--- src/rtl/blit_pkg.sv ---
package blit_pkg;
  localparam int REG_AW = 4;

  localparam logic [REG_AW-1:0] RG_SRC_XINC   = 4'd0;
  localparam logic [REG_AW-1:0] RG_SRC_YINC   = 4'd1;
  localparam logic [REG_AW-1:0] RG_SRC_HI     = 4'd2;
  localparam logic [REG_AW-1:0] RG_SRC_LO     = 4'd3;
  localparam logic [REG_AW-1:0] RG_MASK_FIRST = 4'd4;
  localparam logic [REG_AW-1:0] RG_MASK_MID   = 4'd5;
  localparam logic [REG_AW-1:0] RG_MASK_LAST  = 4'd6;
  localparam logic [REG_AW-1:0] RG_DST_XINC   = 4'd7;
  localparam logic [REG_AW-1:0] RG_DST_YINC   = 4'd8;
  localparam logic [REG_AW-1:0] RG_DST_HI     = 4'd9;
  localparam logic [REG_AW-1:0] RG_DST_LO     = 4'd10;
  localparam logic [REG_AW-1:0] RG_XCNT       = 4'd11;
  localparam logic [REG_AW-1:0] RG_YCNT       = 4'd12;
  localparam logic [REG_AW-1:0] RG_CTRL       = 4'd13;

  localparam int CTRL_GO_BIT     = 7;
  localparam int CTRL_HOG_BIT    = 6;
  localparam int CTRL_SMUDGE_BIT = 5;
  localparam int LINE_W          = 4;

  typedef enum logic [1:0] {
    W_IDLE  = 2'd0,
    W_READ  = 2'd1,
    W_WRITE = 2'd2
  } walk_st_e;
endpackage

--- src/rtl/blit_addr_step.sv ---
module blit_addr_step #(
  parameter int AW = 24,
  parameter int CW = 16
) (
  input  logic [AW-1:0]        base_i,
  input  logic signed [CW-1:0] inc_i,
  output logic [AW-1:0]        next_o
);
  logic [AW-1:0] ext;
  logic [AW-1:0] sum;

  always_comb begin
    ext    = {{(AW-CW){inc_i[CW-1]}}, inc_i};
    sum    = base_i + ext;
    next_o = {sum[AW-1:1], 1'b0};
  end
endmodule

--- src/rtl/blit_cfg_regs.sv ---
module blit_cfg_regs
  import blit_pkg::*;
#(
  parameter int DW = 16,
  parameter int CW = 16
) (
  input  logic                 clk_i,
  input  logic                 rst_ni,
  input  logic                 busy_i,
  input  logic                 reg_we_i,
  input  logic [REG_AW-1:0]    reg_addr_i,
  input  logic [DW-1:0]        reg_wdata_i,
  output logic signed [CW-1:0] src_xinc_o,
  output logic signed [CW-1:0] src_yinc_o,
  output logic signed [CW-1:0] dst_xinc_o,
  output logic signed [CW-1:0] dst_yinc_o,
  output logic [CW-1:0]        xcnt_o,
  output logic [DW-1:0]        mask_first_o,
  output logic [DW-1:0]        mask_mid_o,
  output logic [DW-1:0]        mask_last_o,
  output logic                 hog_o,
  output logic                 smudge_o,
  output logic [LINE_W-1:0]    line_o
);
  logic wr_ok;
  assign wr_ok = reg_we_i && !busy_i;

  always_ff @(posedge clk_i or negedge rst_ni) begin
    if (!rst_ni) begin
      src_xinc_o   <= '0;
      src_yinc_o   <= '0;
      dst_xinc_o   <= '0;
      dst_yinc_o   <= '0;
      xcnt_o       <= '0;
      mask_first_o <= '0;
      mask_mid_o   <= '0;
      mask_last_o  <= '0;
      hog_o        <= 1'b0;
      smudge_o     <= 1'b0;
      line_o       <= '0;
    end else if (wr_ok) begin
      case (reg_addr_i)
        RG_SRC_XINC:   src_xinc_o   <= reg_wdata_i[CW-1:0];
        RG_SRC_YINC:   src_yinc_o   <= reg_wdata_i[CW-1:0];
        RG_DST_XINC:   dst_xinc_o   <= reg_wdata_i[CW-1:0];
        RG_DST_YINC:   dst_yinc_o   <= reg_wdata_i[CW-1:0];
        RG_XCNT:       xcnt_o       <= reg_wdata_i[CW-1:0];
        RG_MASK_FIRST: mask_first_o <= reg_wdata_i;
        RG_MASK_MID:   mask_mid_o   <= reg_wdata_i;
        RG_MASK_LAST:  mask_last_o  <= reg_wdata_i;
        RG_CTRL: begin
          // bit 4 has no storage
          hog_o    <= reg_wdata_i[CTRL_HOG_BIT];
          smudge_o <= reg_wdata_i[CTRL_SMUDGE_BIT];
          line_o   <= reg_wdata_i[LINE_W-1:0];
        end
        default: ;
      endcase
    end
  end


  cfg_frozen_chk: assert property (@(posedge clk_i) disable iff (!rst_ni)
    busy_i && $past(busy_i) |-> $stable(mask_first_o) && $stable(xcnt_o) && $stable(dst_xinc_o));
endmodule

--- src/rtl/blit_walker.sv ---
module blit_walker
  import blit_pkg::*;
#(
  parameter int AW = 24,
  parameter int DW = 16,
  parameter int CW = 16
) (
  input  logic                 clk_i,
  input  logic                 rst_ni,
  input  logic                 reg_we_i,
  input  logic [REG_AW-1:0]    reg_addr_i,
  input  logic [DW-1:0]        reg_wdata_i,
  input  logic signed [CW-1:0] src_xinc_i,
  input  logic signed [CW-1:0] src_yinc_i,
  input  logic signed [CW-1:0] dst_xinc_i,
  input  logic signed [CW-1:0] dst_yinc_i,
  input  logic [CW-1:0]        xcnt_i,
  input  logic [DW-1:0]        mask_first_i,
  input  logic [DW-1:0]        mask_mid_i,
  input  logic [DW-1:0]        mask_last_i,
  input  logic [DW-1:0]        result_i,
  output logic                 mem_req_o,
  output logic                 mem_we_o,
  output logic [AW-1:0]        mem_addr_o,
  output logic [DW-1:0]        mem_wdata_o,
  input  logic [DW-1:0]        mem_rdata_i,
  input  logic                 mem_ack_i,
  output logic [AW-1:0]        src_addr_o,
  output logic [AW-1:0]        dst_addr_o,
  output logic [CW-1:0]        ycnt_o,
  output logic                 busy_o,
  output logic                 done_o
);
  localparam int HIW   = AW - DW;
  localparam int NCHAN = 2;

  walk_st_e      st_q;
  logic [AW-1:0] src_q, dst_q;
  logic [CW-1:0] ycnt_q, wcnt_q;
  logic [DW-1:0] rd_q;
  logic          first_q, done_q;

  logic                 line_end;
  logic                 start;
  logic [DW-1:0]        mask_sel;
  logic [AW-1:0]        step_base [NCHAN];
  logic signed [CW-1:0] step_inc  [NCHAN];
  logic [AW-1:0]        step_next [NCHAN];

  always_comb begin
    line_end     = (wcnt_q == CW'(1));
    step_base[0] = src_q;
    step_base[1] = dst_q;
    step_inc[0]  = line_end ? src_yinc_i : src_xinc_i;
    step_inc[1]  = line_end ? dst_yinc_i : dst_xinc_i;
    // first mask wins on a one-word line
    if (first_q)       mask_sel = mask_first_i;
    else if (line_end) mask_sel = mask_last_i;
    else               mask_sel = mask_mid_i;
  end

  for (genvar g = 0; g < NCHAN; g++) begin : g_step
    blit_addr_step #(.AW(AW), .CW(CW)) u_step (
      .base_i (step_base[g]),
      .inc_i  (step_inc[g]),
      .next_o (step_next[g])
    );
  end

  assign start = (st_q == W_IDLE) && reg_we_i && (reg_addr_i == RG_CTRL) &&
                 reg_wdata_i[CTRL_GO_BIT] && (ycnt_q != '0);

  always_ff @(posedge clk_i or negedge rst_ni) begin
    if (!rst_ni) begin
      st_q    <= W_IDLE;
      src_q   <= '0;
      dst_q   <= '0;
      ycnt_q  <= '0;
      wcnt_q  <= '0;
      rd_q    <= '0;
      first_q <= 1'b0;
      done_q  <= 1'b0;
    end else begin
      done_q <= 1'b0;
      unique case (st_q)
        W_IDLE: begin
          if (reg_we_i) begin
            case (reg_addr_i)
              RG_SRC_HI: src_q[AW-1:DW] <= reg_wdata_i[HIW-1:0];
              RG_SRC_LO: src_q[DW-1:0]  <= {reg_wdata_i[DW-1:1], 1'b0};
              RG_DST_HI: dst_q[AW-1:DW] <= reg_wdata_i[HIW-1:0];
              RG_DST_LO: dst_q[DW-1:0]  <= {reg_wdata_i[DW-1:1], 1'b0};
              RG_YCNT:   ycnt_q         <= reg_wdata_i[CW-1:0];
              default: ;
            endcase
          end
          if (start) begin
            st_q    <= W_READ;
            wcnt_q  <= xcnt_i;
            first_q <= 1'b1;
          end
        end
        W_READ: begin
          if (mem_ack_i) begin
            rd_q <= mem_rdata_i;
            st_q <= W_WRITE;
          end
        end
        W_WRITE: begin
          if (mem_ack_i) begin
            src_q <= step_next[0];
            dst_q <= step_next[1];
            if (line_end) begin
              ycnt_q  <= ycnt_q - CW'(1);
              wcnt_q  <= xcnt_i;
              first_q <= 1'b1;
              if (ycnt_q == CW'(1)) begin
                st_q   <= W_IDLE;
                done_q <= 1'b1;
              end else begin
                st_q <= W_READ;
              end
            end else begin
              wcnt_q  <= wcnt_q - CW'(1);
              first_q <= 1'b0;
              st_q    <= W_READ;
            end
          end
        end
        default: st_q <= W_IDLE;
      endcase
    end
  end

  assign mem_req_o   = (st_q == W_READ) || (st_q == W_WRITE);
  assign mem_we_o    = (st_q == W_WRITE);
  assign mem_addr_o  = dst_q;
  assign mem_wdata_o = (rd_q & ~mask_sel) | (result_i & mask_sel);
  assign src_addr_o  = src_q;
  assign dst_addr_o  = dst_q;
  assign ycnt_o      = ycnt_q;
  assign busy_o      = (st_q != W_IDLE);
  assign done_o      = done_q;


  even_addr_chk: assert property (@(posedge clk_i) disable iff (!rst_ni)
    mem_req_o |-> !mem_addr_o[0]);


  req_hold_chk: assert property (@(posedge clk_i) disable iff (!rst_ni)
    mem_req_o && !mem_ack_i |=> mem_req_o && $stable(mem_addr_o) && $stable(mem_we_o));


  write_after_read_chk: assert property (@(posedge clk_i) disable iff (!rst_ni)
    mem_req_o && !mem_we_o && mem_ack_i |=> mem_we_o && $stable(mem_addr_o));


  done_idle_chk: assert property (@(posedge clk_i) disable iff (!rst_ni)
    done_o |-> !busy_o);


  busy_fall_chk: assert property (@(posedge clk_i) disable iff (!rst_ni)
    $fell(busy_o) |-> done_o);


  ycnt_down_chk: assert property (@(posedge clk_i) disable iff (!rst_ni)
    busy_o && $past(busy_o) |-> ycnt_q <= $past(ycnt_q));


  start_nonzero_chk: assert property (@(posedge clk_i) disable iff (!rst_ni)
    $rose(busy_o) |-> $past(ycnt_q) != '0);
endmodule

--- src/rtl/blit_seq.sv ---
module blit_seq
  import blit_pkg::*;
#(
  parameter int AW = 24,
  parameter int DW = 16,
  parameter int CW = 16
) (
  input  logic              clk_i,
  input  logic              rst_ni,
  input  logic              reg_we_i,
  input  logic [REG_AW-1:0] reg_addr_i,
  input  logic [DW-1:0]     reg_wdata_i,
  output logic [DW-1:0]     reg_rdata_o,
  input  logic [DW-1:0]     result_i,
  output logic [AW-1:0]     src_addr_o,
  output logic              mem_req_o,
  output logic              mem_we_o,
  output logic [AW-1:0]     mem_addr_o,
  output logic [DW-1:0]     mem_wdata_o,
  input  logic [DW-1:0]     mem_rdata_i,
  input  logic              mem_ack_i,
  output logic              busy_o,
  output logic              done_o
);
  localparam int HIW = AW - DW;

  logic signed [CW-1:0] src_xinc, src_yinc, dst_xinc, dst_yinc;
  logic [CW-1:0]        xcnt, ycnt;
  logic [DW-1:0]        mask_first, mask_mid, mask_last;
  logic                 hog, smudge, busy;
  logic [LINE_W-1:0]    line;
  logic [AW-1:0]        src_addr, dst_addr;

  blit_cfg_regs #(.DW(DW), .CW(CW)) u_cfg (
    .clk_i        (clk_i),
    .rst_ni       (rst_ni),
    .busy_i       (busy),
    .reg_we_i     (reg_we_i),
    .reg_addr_i   (reg_addr_i),
    .reg_wdata_i  (reg_wdata_i),
    .src_xinc_o   (src_xinc),
    .src_yinc_o   (src_yinc),
    .dst_xinc_o   (dst_xinc),
    .dst_yinc_o   (dst_yinc),
    .xcnt_o       (xcnt),
    .mask_first_o (mask_first),
    .mask_mid_o   (mask_mid),
    .mask_last_o  (mask_last),
    .hog_o        (hog),
    .smudge_o     (smudge),
    .line_o       (line)
  );

  blit_walker #(.AW(AW), .DW(DW), .CW(CW)) u_walk (
    .clk_i        (clk_i),
    .rst_ni       (rst_ni),
    .reg_we_i     (reg_we_i),
    .reg_addr_i   (reg_addr_i),
    .reg_wdata_i  (reg_wdata_i),
    .src_xinc_i   (src_xinc),
    .src_yinc_i   (src_yinc),
    .dst_xinc_i   (dst_xinc),
    .dst_yinc_i   (dst_yinc),
    .xcnt_i       (xcnt),
    .mask_first_i (mask_first),
    .mask_mid_i   (mask_mid),
    .mask_last_i  (mask_last),
    .result_i     (result_i),
    .mem_req_o    (mem_req_o),
    .mem_we_o     (mem_we_o),
    .mem_addr_o   (mem_addr_o),
    .mem_wdata_o  (mem_wdata_o),
    .mem_rdata_i  (mem_rdata_i),
    .mem_ack_i    (mem_ack_i),
    .src_addr_o   (src_addr),
    .dst_addr_o   (dst_addr),
    .ycnt_o       (ycnt),
    .busy_o       (busy),
    .done_o       (done_o)
  );

  always_comb begin
    case (reg_addr_i)
      RG_SRC_XINC:   reg_rdata_o = DW'(src_xinc);
      RG_SRC_YINC:   reg_rdata_o = DW'(src_yinc);
      RG_SRC_HI:     reg_rdata_o = {{(DW-HIW){1'b0}}, src_addr[AW-1:DW]};
      RG_SRC_LO:     reg_rdata_o = src_addr[DW-1:0];
      RG_MASK_FIRST: reg_rdata_o = mask_first;
      RG_MASK_MID:   reg_rdata_o = mask_mid;
      RG_MASK_LAST:  reg_rdata_o = mask_last;
      RG_DST_XINC:   reg_rdata_o = DW'(dst_xinc);
      RG_DST_YINC:   reg_rdata_o = DW'(dst_yinc);
      RG_DST_HI:     reg_rdata_o = {{(DW-HIW){1'b0}}, dst_addr[AW-1:DW]};
      RG_DST_LO:     reg_rdata_o = dst_addr[DW-1:0];
      RG_XCNT:       reg_rdata_o = DW'(xcnt);
      RG_YCNT:       reg_rdata_o = DW'(ycnt);
      RG_CTRL:       reg_rdata_o = {{(DW-8){1'b0}}, busy, hog, smudge, 1'b0, line};
      default:       reg_rdata_o = '0;
    endcase
  end

  assign src_addr_o = src_addr;
  assign busy_o     = busy;


  ctrl_bit4_chk: assert property (@(posedge clk_i) disable iff (!rst_ni)
    (reg_addr_i == RG_CTRL) |-> !reg_rdata_o[4]);
endmodule

--- config.mk ---
export PLATFORM = sky130hd
export DESIGN_NAME = blit_seq
export DESIGN_NICKNAME = d
export VERILOG_FILES = /design/src/rtl/blit_pkg.sv /design/src/rtl/blit_addr_step.sv /design/src/rtl/blit_cfg_regs.sv /design/src/rtl/blit_walker.sv /design/src/rtl/blit_seq.sv
export SDC_FILE = /design/constraint.sdc
export NUM_CORES = 1
export LEC_CHECK = 0
export ABC_AREA = 1
export ABC_CLOCK_PERIOD_IN_PS = 8670
export BUFFER_PORTS_ARGS = -buffer_cell sky130_fd_sc_hd__buf_2
export CAP_MARGIN = 20
export CORE_MARGIN = 2
export CORE_UTILIZATION = 57
export DETAILED_ROUTE_END_ITERATION = 12
export GPL_TIMING_DRIVEN = 0
export PLACE_DENSITY = 0.73
export RECOVER_POWER = 25
export SLEW_MARGIN = 20
export SYNTH_ARGS = -nofsm -noshare
export SYNTH_HDL_FRONTEND = slang
export SYNTH_SLANG_ARGS = --single-unit
--- constraint.sdc ---
create_clock -name clk_i -period 8.67 [get_ports clk_i]
set_input_delay 0.4335 -clock clk_i [delete_from_list [all_inputs] [get_ports clk_i]]
set_output_delay 0.4335 -clock clk_i [all_outputs]
set_load 0.01 [all_outputs]
==> impl_metrics.toml, run 1 <==
[status]
status = "complete, but fails checks"
failed_checks = "max-capacitance violations, max-slew violations"

[finish]
nNetsFinal = 2478
area_delta_synth_final_pct = 13.4
final_common_cell = "nand2_1"
fin_cells = 2714
insertedDiodeCount = 0
n_fill_cell = 2401
drive_above_1_share_pct = 11.1
final_cell_mix = "nand2_1, inv_1, dfrtp_1, o21ai_0, nor2_1"

[critical_path]
crit_chain = "dlygate4sd3_1 -> clkbuf_1"
crit_start = "rst_ni"
critPathSlowestCell = "clkbuf_1"
crit_arrival_ns = 3.93
cp_max_fo = 68
path_buf_inv = 2
worst-setup-path-type = "in2async"
r2r-start = "u_walk.wcnt_q[1]"
crit_family = "buffers and inverters"
critPathMaxStageDelay_ns = 2.86
worstSetupStartpointType = "primary input"
cp-end-kind = "async pin"
required_ns = 8.37

[sta]
finalClockSkew_ns = 0.0266
finalMaxSlewViolations = 67
max_freq_ghz = 0.236
fin_crit_ns = 4.23
tns_ns = 0
worst_pin_slew_ns = 4.12
hold_viol_final = 0
finalSetupViolCount = 0
rsz0062_at_grt = "no"
post-route-period-util_pct = 48.8
slew_headroom_pct = -175
hold_ws_ns = 0.130

[worst_hold_path]
worstHoldPathType = "in2reg"
hold_path_startpoint = "mem_rdata_i[4]"

[floorplanning]
die_area_um2 = 28100
die_w_um = 168
io_pins = 140
core_area_um2 = 26200
initial_core_util_pct = 58.3
die_y_um = 168
rows = 59

[grt]
grt_pass1_vias = 15300
antenna_found_initial = 1
grt_max_degree = 86
grt_pass1_wl_um = 91300
grt_usage_pct = 43.0
gr-total-overflow = 0

[yosys]
synth_edf_count = 0
synth_top_area_share_pct = 38.0
avgSynthCellArea_um2 = 6.96
synth-seq-area-share_pct = 38.0
yosysWarnings = 0
synth-seq-cells = 232
syn_inst = 2192
yosys-top-cells-area = "dfrtp_1, nand2_1, o21ai_0"
ys_types = 54
synth_area_leader_cell = "dfrtp_1"
ys_async_sr_fraction_pct = 100
synth.cell_area_um2 = 15300
ys.flop_type = "dfrtp_1"

[power]
p_total_mw = 7.36
powerDensity_nw_per_um2 = 425
leakage_nw = 9.09
vdd_drop_max_uv = 260

[cts]
cts_root_buf = "clkbuf_16"
h-tree-depth = 1
cts_tree = "built"
path_clk_slew_ns = 0.06
cts_made_buffers = 26
post-cts-setup-buffer-count = 0
cts.sink_count = 232
clock_latency_ns = 0.56
clk_path_buf_depth = 3

[route]
ant_nets = 0
wl_per_cell_um = 22.3
viasPerCell = 6.06
drtIter0Drc = 2298
vias = 16400
drc = 0
postRouteWirelength_um = 60500
first_pass_iters = 6

[placed_design]
dp.cells = 2667
port_buffers = 137
dp_hpwl_um = 46400
globalplace.congestion = 1.13

[job]
drv_cap = 1
[Yosys cell counts (14+ instances only)]
library cell / count
clkbuf_1: 44
ha_1: 59
a21oi_1: 128
o21ai_1: 23
a221oi_1: 21
dfrtp_1: 232
nand3_1: 117
nor3_1: 14
inv_2: 15
nand2_1: 620
a31oi_1: 19
nor2_1: 217
nand4_1: 22
inv_1: 266
o21ai_0: 229
[final timing paths]
path | end | slack [ns] | depth (start not counted)
hold reg to reg | u_cfg.src_xinc_o[13] | 0.49 | 2
setup reg to reg | u_walk.src_addr_o[18] | 4.53 | 18
setup / recovery | u_walk.rd_q[8] | 4.44 | 2
min in group asynchronous | u_walk.src_addr_o[20] | 1.89 | 2
max in group clk_i | u_walk.src_addr_o[18] | 4.53 | 18
hold / removal | u_walk.rd_q[4] | 0.13 | 3
[worst min-delay path, cell delays in order]
cell and delay (ns):
buf_2 0.07, nor2_1 0.03, a21oi_1 0.10
[per-layer routing]
metal	wire length [µm]	GRT usage (%)	up-vias	part of all wire, %
li1	-	-	7492	-
met1	24000	58.3	7726	40
met2	25000	62.0	1021	41
met3	7690	13.2	207	13
met4	3690	22.5	2	6.1
met5	13	0	-	0.022
[through the flow]
step / setup slack [ns] / area, µm² / util, %
final: 4.44 / 17300 / 66.1
after global routing: 3.80 / 17300 / 66.1
after global placement: 2.97 / 16400 / 62.5
after detailed placement: 4.77 / 16400 / 62.7
after CTS: 4.70 / 17300 / 66.1
after floorplan: 5.68 / 15300 / -
[cells by family after synthesis]
| family | Yosys count | synth area share (%) |
|---|---|---|
| xor gates and xnor gates | 11 | 0.631 |
| muxes | 13 | 0.852 |
| DFF | 232 | 38.0 |
| adders and majority gates | 61 | 5.10 |
| AOI/OAI and AO/OA | 475 | 17.4 |
| and+or+nand+nor | 1043 | 28.5 |
| buffers and inverters | 356 | 9.44 |
| other | 1 | 0.0246 |
[final cells by class]
cell class	count	area [µm²]	share of cell area (%)
multi-input cells	1605	8020	46.3
flip-flops and latches	232	5810	33.5
inverters	285	1080	6.24
clock buffers	40	803	4.64
repair buffers	140	749	4.33
well taps	335	419	2.42
plain buffers	71	362	2.09
clock inverters	6	70.1	0.405
[where the power goes]
part	leakage (nW)	internal [mW]	total (mW)	switching, mW
Sequential	2.89	1.59	2.14	0.545
Combinational	5.77	1.39	4.10	2.71
Clock	0.434	0.665	1.13	0.464
Total	9.09	3.65	7.36	3.72
[state kept, by name (all words and copies together) (netlist names), 2 cells and up]
signal,cells
u_walk.ycnt_o,16
u_cfg.xcnt_o,16
u_walk.wcnt_q,16
u_cfg.mask_mid_o,16
u_cfg.dst_xinc_o,16
u_walk.dst_addr_o,23
u_walk.rd_q,16
u_walk.st_q,2
u_cfg.src_xinc_o,16
u_cfg.line_o,4
u_cfg.mask_first_o,16
u_cfg.dst_yinc_o,16
u_cfg.mask_last_o,16
u_walk.src_addr_o,23
u_cfg.src_yinc_o,16
[timing repair]
item | in CTS | in global routing
resized for setup | 0 | 0
hold endpoints to repair | 66 | 0
hold buffers | 1 | 0
(Power assumes the default switching activity.)
==> run 2: changes to the inputs <==
--- a/config.mk
+++ b/config.mk
@@ -6,14 +6,14 @@
 export NUM_CORES = 1
 export LEC_CHECK = 0
 export ABC_AREA = 1
-export ABC_CLOCK_PERIOD_IN_PS = 8670
+export ABC_CLOCK_PERIOD_IN_PS = 3480
 export BUFFER_PORTS_ARGS = -buffer_cell sky130_fd_sc_hd__buf_2
 export CAP_MARGIN = 20
 export CORE_MARGIN = 2
-export CORE_UTILIZATION = 57
+export CORE_UTILIZATION = 55
 export DETAILED_ROUTE_END_ITERATION = 12
 export GPL_TIMING_DRIVEN = 0
-export PLACE_DENSITY = 0.73
+export PLACE_DENSITY = 0.74
 export RECOVER_POWER = 25
 export SLEW_MARGIN = 20
 export SYNTH_ARGS = -nofsm -noshare
==> constraint.sdc (replaced) <==
create_clock -name clk_i -period 3.48 [get_ports clk_i]
set_input_delay 0.174 -clock clk_i [delete_from_list [all_inputs] [get_ports clk_i]]
set_output_delay 0.174 -clock clk_i [all_outputs]
set_load 0.01 [all_outputs]
==> impl_metrics.toml, run 2 (same netlist as run 1, synthesis figures left out) <==
[critical_path]
crit_top_cell = "nand2_1"
required_ns = 3.94
crit_family = "simple AND/OR/NAND/NOR gates"
cp_max_fo = 10
crit_chain = "nor2_4 -> nand2_1 -> nor2_4 -> nand2_4 -> buf_4 -> buf_6 -> mux2i_1 -> inv_1 -> ha_1 -> nand2_1 -> nor2_1 -> nand2_1 -> nand2_1 -> nand3_1 -> nand3_1 -> nand3_1 -> a22oi_1"
critPathSlowestCell = "dfrtp_2"
path_buf_inv = 3
critPathMaxStageDelay_ns = 0.44
crit_arrival_ns = 3.82
worstSetupStartpointType = "flop"
worst-setup-path-type = "reg2reg"
cp-end-kind = "flop"

[floorplanning]
initial_core_util_pct = 56.3
die_y_um = 171
core_area_um2 = 27100
die_w_um = 171
rows = 60
die_area_um2 = 29100
io_pins = 140

[finish]
final_common_cell = "nand2_1"
final_core_utilization_pct = 65.8
area_delta_synth_final_pct = 16.8
nNetsFinal = 2501
drive_above_1_share_pct = 13.1
final_cell_mix = "nand2_1, inv_1, dfrtp_1, o21ai_0, nor2_1"

[sta]
fin_crit_ns = 3.35
slew_headroom_pct = -55.8
hold_viol_final = 0
hold_ws_ns = 0.121
worst_pin_slew_ns = 2.34
max_freq_ghz = 0.298
post-route-period-util_pct = 96.4
tns_ns = 0
finalSetupViolCount = 0
finalClockSkew_ns = 0.0188
finalMaxSlewViolations = 90
rsz0062_at_grt = "yes"

[power]
powerDensity_nw_per_um2 = 1060
leakage_nw = 9.24
p_seq_share_pct = 28.4
pwr-share-comb_pct = 54.8
power_frac_clock_pct = 16.8
switching_power_mw = 9.45
vdd_drop_max_uv = 526
switching_share_pct = 49.9
p_int_mw = 9.49
p_total_mw = 18.9

[route]
vias = 16700
postRouteWirelength_um = 61900
drc = 0
wl_per_cell_um = 22.3
first_pass_iters = 6
ant_nets = 0
viasPerCell = 6.02
drtIter0Drc = 2580

[status]
failed_checks = "max-capacitance violations, max-slew violations"
status = "complete, but fails checks"

[grt]
grt_usage_pct = 42.3
grt_max_degree = 95
antenna_found_initial = 5
grt_pass1_wl_um = 91500
grt_pass1_vias = 15100
gr-total-overflow = 0

[cts]
h-tree-depth = 1
cts_made_buffers = 27
cts_tree = "built"
cts_root_buf = "clkbuf_16"
clock_latency_ns = 0.56
path_clk_slew_ns = 0.07
cts.sink_count = 232
clk_path_buf_depth = 3

[placed_design]
dp_hpwl_um = 46600
port_buffers = 137
globalplace.congestion = 1.07

[worst_hold_path]
worstHoldPathType = "in2reg"

[job]
drv_cap = 1
## run 2: cell count changes in the layout (fill, tap and decap cells not counted), moves of 6 or more
cell	delta
buf_4	+6
dlygate4sd3_1	+17
nand3_1	-6
nand3_2	+6
nor2_1	-9
nor2_2	+7
o21ai_0	-11
o21ai_2	+6
## run 2: power groups by stage
stage	Clock [mW]	Combinational [mW]	Sequential, mW
after detailed placement	0	9.89	5.28
after floorplan	0	6.98	4.91
after CTS	3.17	10.0	5.27
after global routing	3.28	11.6	5.46
final	3.18	10.4	5.38
after global placement	0	9.68	5.24
## run 2: area by class of cell
class	count	area (µm²)
fillers	2466	9270
flip-flops and latches	232	5810
multi-input cells	1605	8180
repair buffers	162	946
well taps	372	465
inverters	285	1080
diodes	2	5.00
plain buffers	71	379
clock inverters	11	216
clock buffers	35	756
## run 2: per-layer routing
| layer | vias to the layer above | global-route usage, % | share of wire, % |
|---|---|---|---|
| met5 | - | 0 | 0.079 |
| met4 | 8 | 17.6 | 5.4 |
| met3 | 209 | 10.7 | 13 |
| met2 | 1103 | 62.9 | 42 |
| met1 | 7856 | 58.8 | 39 |
| li1 | 7534 | - | - |
## run 2: worst paths after layout
check | startpoint | end | slack [ns] | cells after the start
max in group asynchronous | rst_ni | u_walk.wcnt_q[12] | 0.74 | 4
min in group asynchronous | rst_ni | u_walk.src_addr_o[6] | 0.13 | 2
hold reg to reg | u_cfg.src_yinc_o[15] | u_cfg.src_yinc_o[15] | 0.49 | 2
hold / removal | reg_wdata_i[9] | u_walk.ycnt_o[9] | 0.12 | 3
setup / recovery | u_walk.wcnt_q[12] | u_walk.src_addr_o[17] | 0.13 | 17
setup reg to reg | u_walk.wcnt_q[12] | u_walk.src_addr_o[17] | 0.13 | 17
## run 2: worst min-delay path, cell delays in order
cell	delay [ns]
buf_2	0.12
nand2_1	0.22
a31oi_1	0.12
## run 2: what timing repair did
item | CTS | global route
setup endpoints to repair | 36 | 34
resized for setup | 18 | 48
hold buffers | 18 | 0
hold endpoints to repair | 79 | 0
pin swaps | 2 | 1
setup buffers | 2 | 3
cloned | 0 | 0
## run 2: through the flow
step                      instance area, µm²  worst slack, ns  std cells
after global placement                 16400            -2.02       2702
after global routing                   17800          -0.0264       2773
after CTS                              17700           0.0158       2770
final                                  17800            0.126       2775
after detailed placement               16500           -0.457       2704
after floorplan                        15300            0.493       2193
==> run 3: changes to the inputs <==
--- a/config.mk
+++ b/config.mk
@@ -10,7 +10,7 @@
 export BUFFER_PORTS_ARGS = -buffer_cell sky130_fd_sc_hd__buf_2
 export CAP_MARGIN = 20
 export CORE_MARGIN = 2
-export CORE_UTILIZATION = 55
+export CORE_UTILIZATION = 56
 export DETAILED_ROUTE_END_ITERATION = 12
 export GPL_TIMING_DRIVEN = 0
 export PLACE_DENSITY = 0.74
@@ -18,4 +18,5 @@
 export SLEW_MARGIN = 20
 export SYNTH_ARGS = -nofsm -noshare
 export SYNTH_HDL_FRONTEND = slang
+export SYNTH_HIERARCHICAL = 1
 export SYNTH_SLANG_ARGS = --single-unit
==> impl_metrics.toml, run 3 <==
[finish]
multi_input_area_um2 = 9920
final_common_cell = "nand2_1"
n_fill_cell = 2841
drive_above_1_share_pct = 13.9
nNetsFinal = 3046
final_cell_mix = "nand2_1, nand3_1, inv_1, dfrtp_1, buf_2"
seq_area_um2 = 5860
final_core_utilization_pct = 65.1
area_delta_synth_final_pct = 14.5
insertedDiodeCount = 0

[grt]
grt_util_met1_pct = 54.7
grt_usage_pct = 41.3
antenna_found_initial = 3
grt_pass1_vias = 18000
grt_pass1_wl_um = 104000
grt_max_degree = 88
gr-total-overflow = 0
grt_busiest_layer = "met2"
met2_usage_pct = 64.0
grt_use_met3_pct = 9.18

[critical_path]
required_ns = 3.91
worst-setup-path-type = "reg2reg"
reg2regPathDepth = 22
r2r-start = "u_walk/wcnt_q[8]"
cp_max_fo = 10
ff2ff_setup_slack_ns = 0.08
worstSetupStartpointType = "flop"
crit_arrival_ns = 3.83
reg2reg_to = "u_walk/dst_addr_o[16]"
cp-end-kind = "flop"

[yosys]
synth-seq-area-share_pct = 33.7
ys_async_sr_fraction_pct = 100
synth.cell_area_um2 = 17400
synth_common_cells = "nand2_1, nand3_1, inv_1"
yosysMostFrequentCell = "nand2_1"
yosysWarnings = 6
syn-num-nets = 2854
synth_top_area_share_pct = 33.7
yosys-top-cells-area = "dfrtp_1, nand2_1, nand3_1"
ys_types = 38
synth-seq-cells = 234
ys.flop_type = "dfrtp_1"
avgSynthCellArea_um2 = 6.34
synth_area_leader_cell = "dfrtp_1"
synth_edf_count = 0
syn_inst = 2742

[worst_hold_path]
hold_path_depth = 3
worstHoldEndpoint = "u_walk/src_addr_o[15]"
worstHoldPathType = "in2reg"
hold_path_startpoint = "reg_wdata_i[15]"

[route]
postRouteWirelength_um = 68600
wl_per_cell_um = 20.5
first_pass_iters = 7
drtIter0Drc = 2361
viasPerCell = 5.79
vias = 19400
drc = 0
ant_nets = 0

[cts]
cts_tree = "built"
cts_root_buf = "clkbuf_16"
cts.sink_count = 234
clock_latency_ns = 0.57
cts_made_buffers = 29
path_clk_slew_ns = 0.06
clk_path_buf_depth = 3
h-tree-depth = 1

[power]
p_seq_share_pct = 27.7
powerDensity_nw_per_um2 = 1000
power_frac_clock_pct = 15.5
switching_share_pct = 51.2
vdd_drop_max_uv = 707
leakage_nw = 11.2
p_int_mw = 9.75
pwr-share-comb_pct = 56.8
switching_power_mw = 10.2

[sta]
finalMaxSlewViolations = 73
max_freq_ghz = 0.294
rsz0062_at_grt = "yes"
hold_viol_final = 0
post-route-period-util_pct = 97.7
tns_ns = 0
finalClockSkew_ns = 0.0247
slew_headroom_pct = -34.1
fin_crit_ns = 3.40
worst_pin_slew_ns = 2.01
finalSetupViolCount = 0

[floorplanning]
rows = 64
die_w_um = 180
die_y_um = 180
core_area_um2 = 30600
die_area_um2 = 32500
initial_core_util_pct = 56.8
io_pins = 140

[placed_design]
port_buffers = 139
dp_hpwl_um = 52500
globalplace.congestion = 1.08

[status]
failed_checks = "max-capacitance violations, max-slew violations"
status = "complete, but fails checks"

[job]
drv_cap = 1
[run 3: cell count changes after synthesis, sizes merged, moves of 13 or more]
cell	change
xor2	+19
buf	+72
inv	-20
a21oi	-87
o21ai	-213
mux2i	-13
a31oi	+15
a221oi	-21
mux2	+16
nand3	+246
nand2	+595
[run 3: timing repair]
action | CTS | global route
buffers inserted | 2 | 0
endpoints found under the setup margin | 43 | 31
resized for setup | 21 | 20
pin swaps | 2 | 1
endpoints found under the hold margin | 89 | 0
hold buffers | 19 | 0
[run 3: cell type report]
type                    instances  area share, %
plain buffers                 131           3.68
clock buffers                  38           4.02
clock inverters                14          0.805
inverters                     265           5.02
multi-input cells            2111           49.9
flip-flops and latches        234           29.4
well taps                     396           2.49
repair buffers                162           4.70
[run 3: kinds of logic after synthesis]
group | after synthesis | synth area share (%)
compound gates | 126 | 4.00
xor+xnor | 31 | 1.56
fa+ha+maj | 56 | 4.12
buf+inv | 397 | 9.84
flops | 234 | 33.7
mux | 16 | 1.04
other cells | 2 | 0.0432
simple gates | 1880 | 45.7
[run 3: power by group through the flow]
stage	registers (mW)	clock network, mW	logic [mW]
2_1_floorplan	4.93	0	7.79
3_3_place_gp	5.46	0	10.6
3_5_place_dp	5.49	0	10.8
4_1_cts	5.46	3.10	11.0
5_1_grt	5.64	3.20	12.6
6_report	5.54	3.09	11.3
[run 3: metrics by stage]
step / std cells / hold slack [ns] / power (mW) / area, µm² / setup slack, ns
global route: 3351 / 0.0680 / 21.4 / 19900 / -0.0306
detailed placement: 3279 / 0.199 / 16.3 / 18600 / -0.699
finish: 3351 / 0.0588 / 20.0 / 19900 / 0.0812
floorplan: 2742 / -0.122 / 12.7 / 17400 / 0.446
global placement: 3277 / 0.405 / 16.0 / 18600 / -2.08
CTS: 3351 / 0.0457 / 19.5 / 19900 / 0.0202
[run 3: worst max-delay path by stage]
stage                     slack (ns)                    end              start
after detailed placement       -0.70  u_walk/dst_addr_o[22]   u_walk/wcnt_q[4]
after global routing           -0.03  u_walk/dst_addr_o[22]   u_walk/wcnt_q[8]
final                           0.08  u_walk/dst_addr_o[16]   u_walk/wcnt_q[8]
after global placement         -2.08   u_cfg/mask_mid_o[12]             rst_ni
after floorplan                 0.45  u_walk/src_addr_o[12]  u_walk/wcnt_q[11]
after CTS                       0.02  u_walk/src_addr_o[23]   u_walk/wcnt_q[7]
[run 3: layer usage]
layer	up-vias	share of wire [%]
met4	4	5.7
met5	-	0.034
li1	8999	-
met1	8947	39
met3	249	11
met2	1204	44
[run 3: worst max-delay path, stage by stage (launching register included)]
cell     delay (ns)
dfrtp_2        0.45
nor2_2         0.16
nand2_1        0.12
nor2_4         0.13
nand2_2        0.10
buf_6          0.17
buf_6          0.16
buf_2          0.18
nand2_1        0.08
nand2_1        0.11
ha_1           0.38
nand2_1        0.20
inv_1          0.09
a21oi_2        0.23
inv_1          0.08
a21oi_2        0.14
nand2_1        0.06
nand2_1        0.05
nand2_1        0.10
nand2_1        0.09
nand2_1        0.06
nand2_1        0.06
nand2_1        0.05
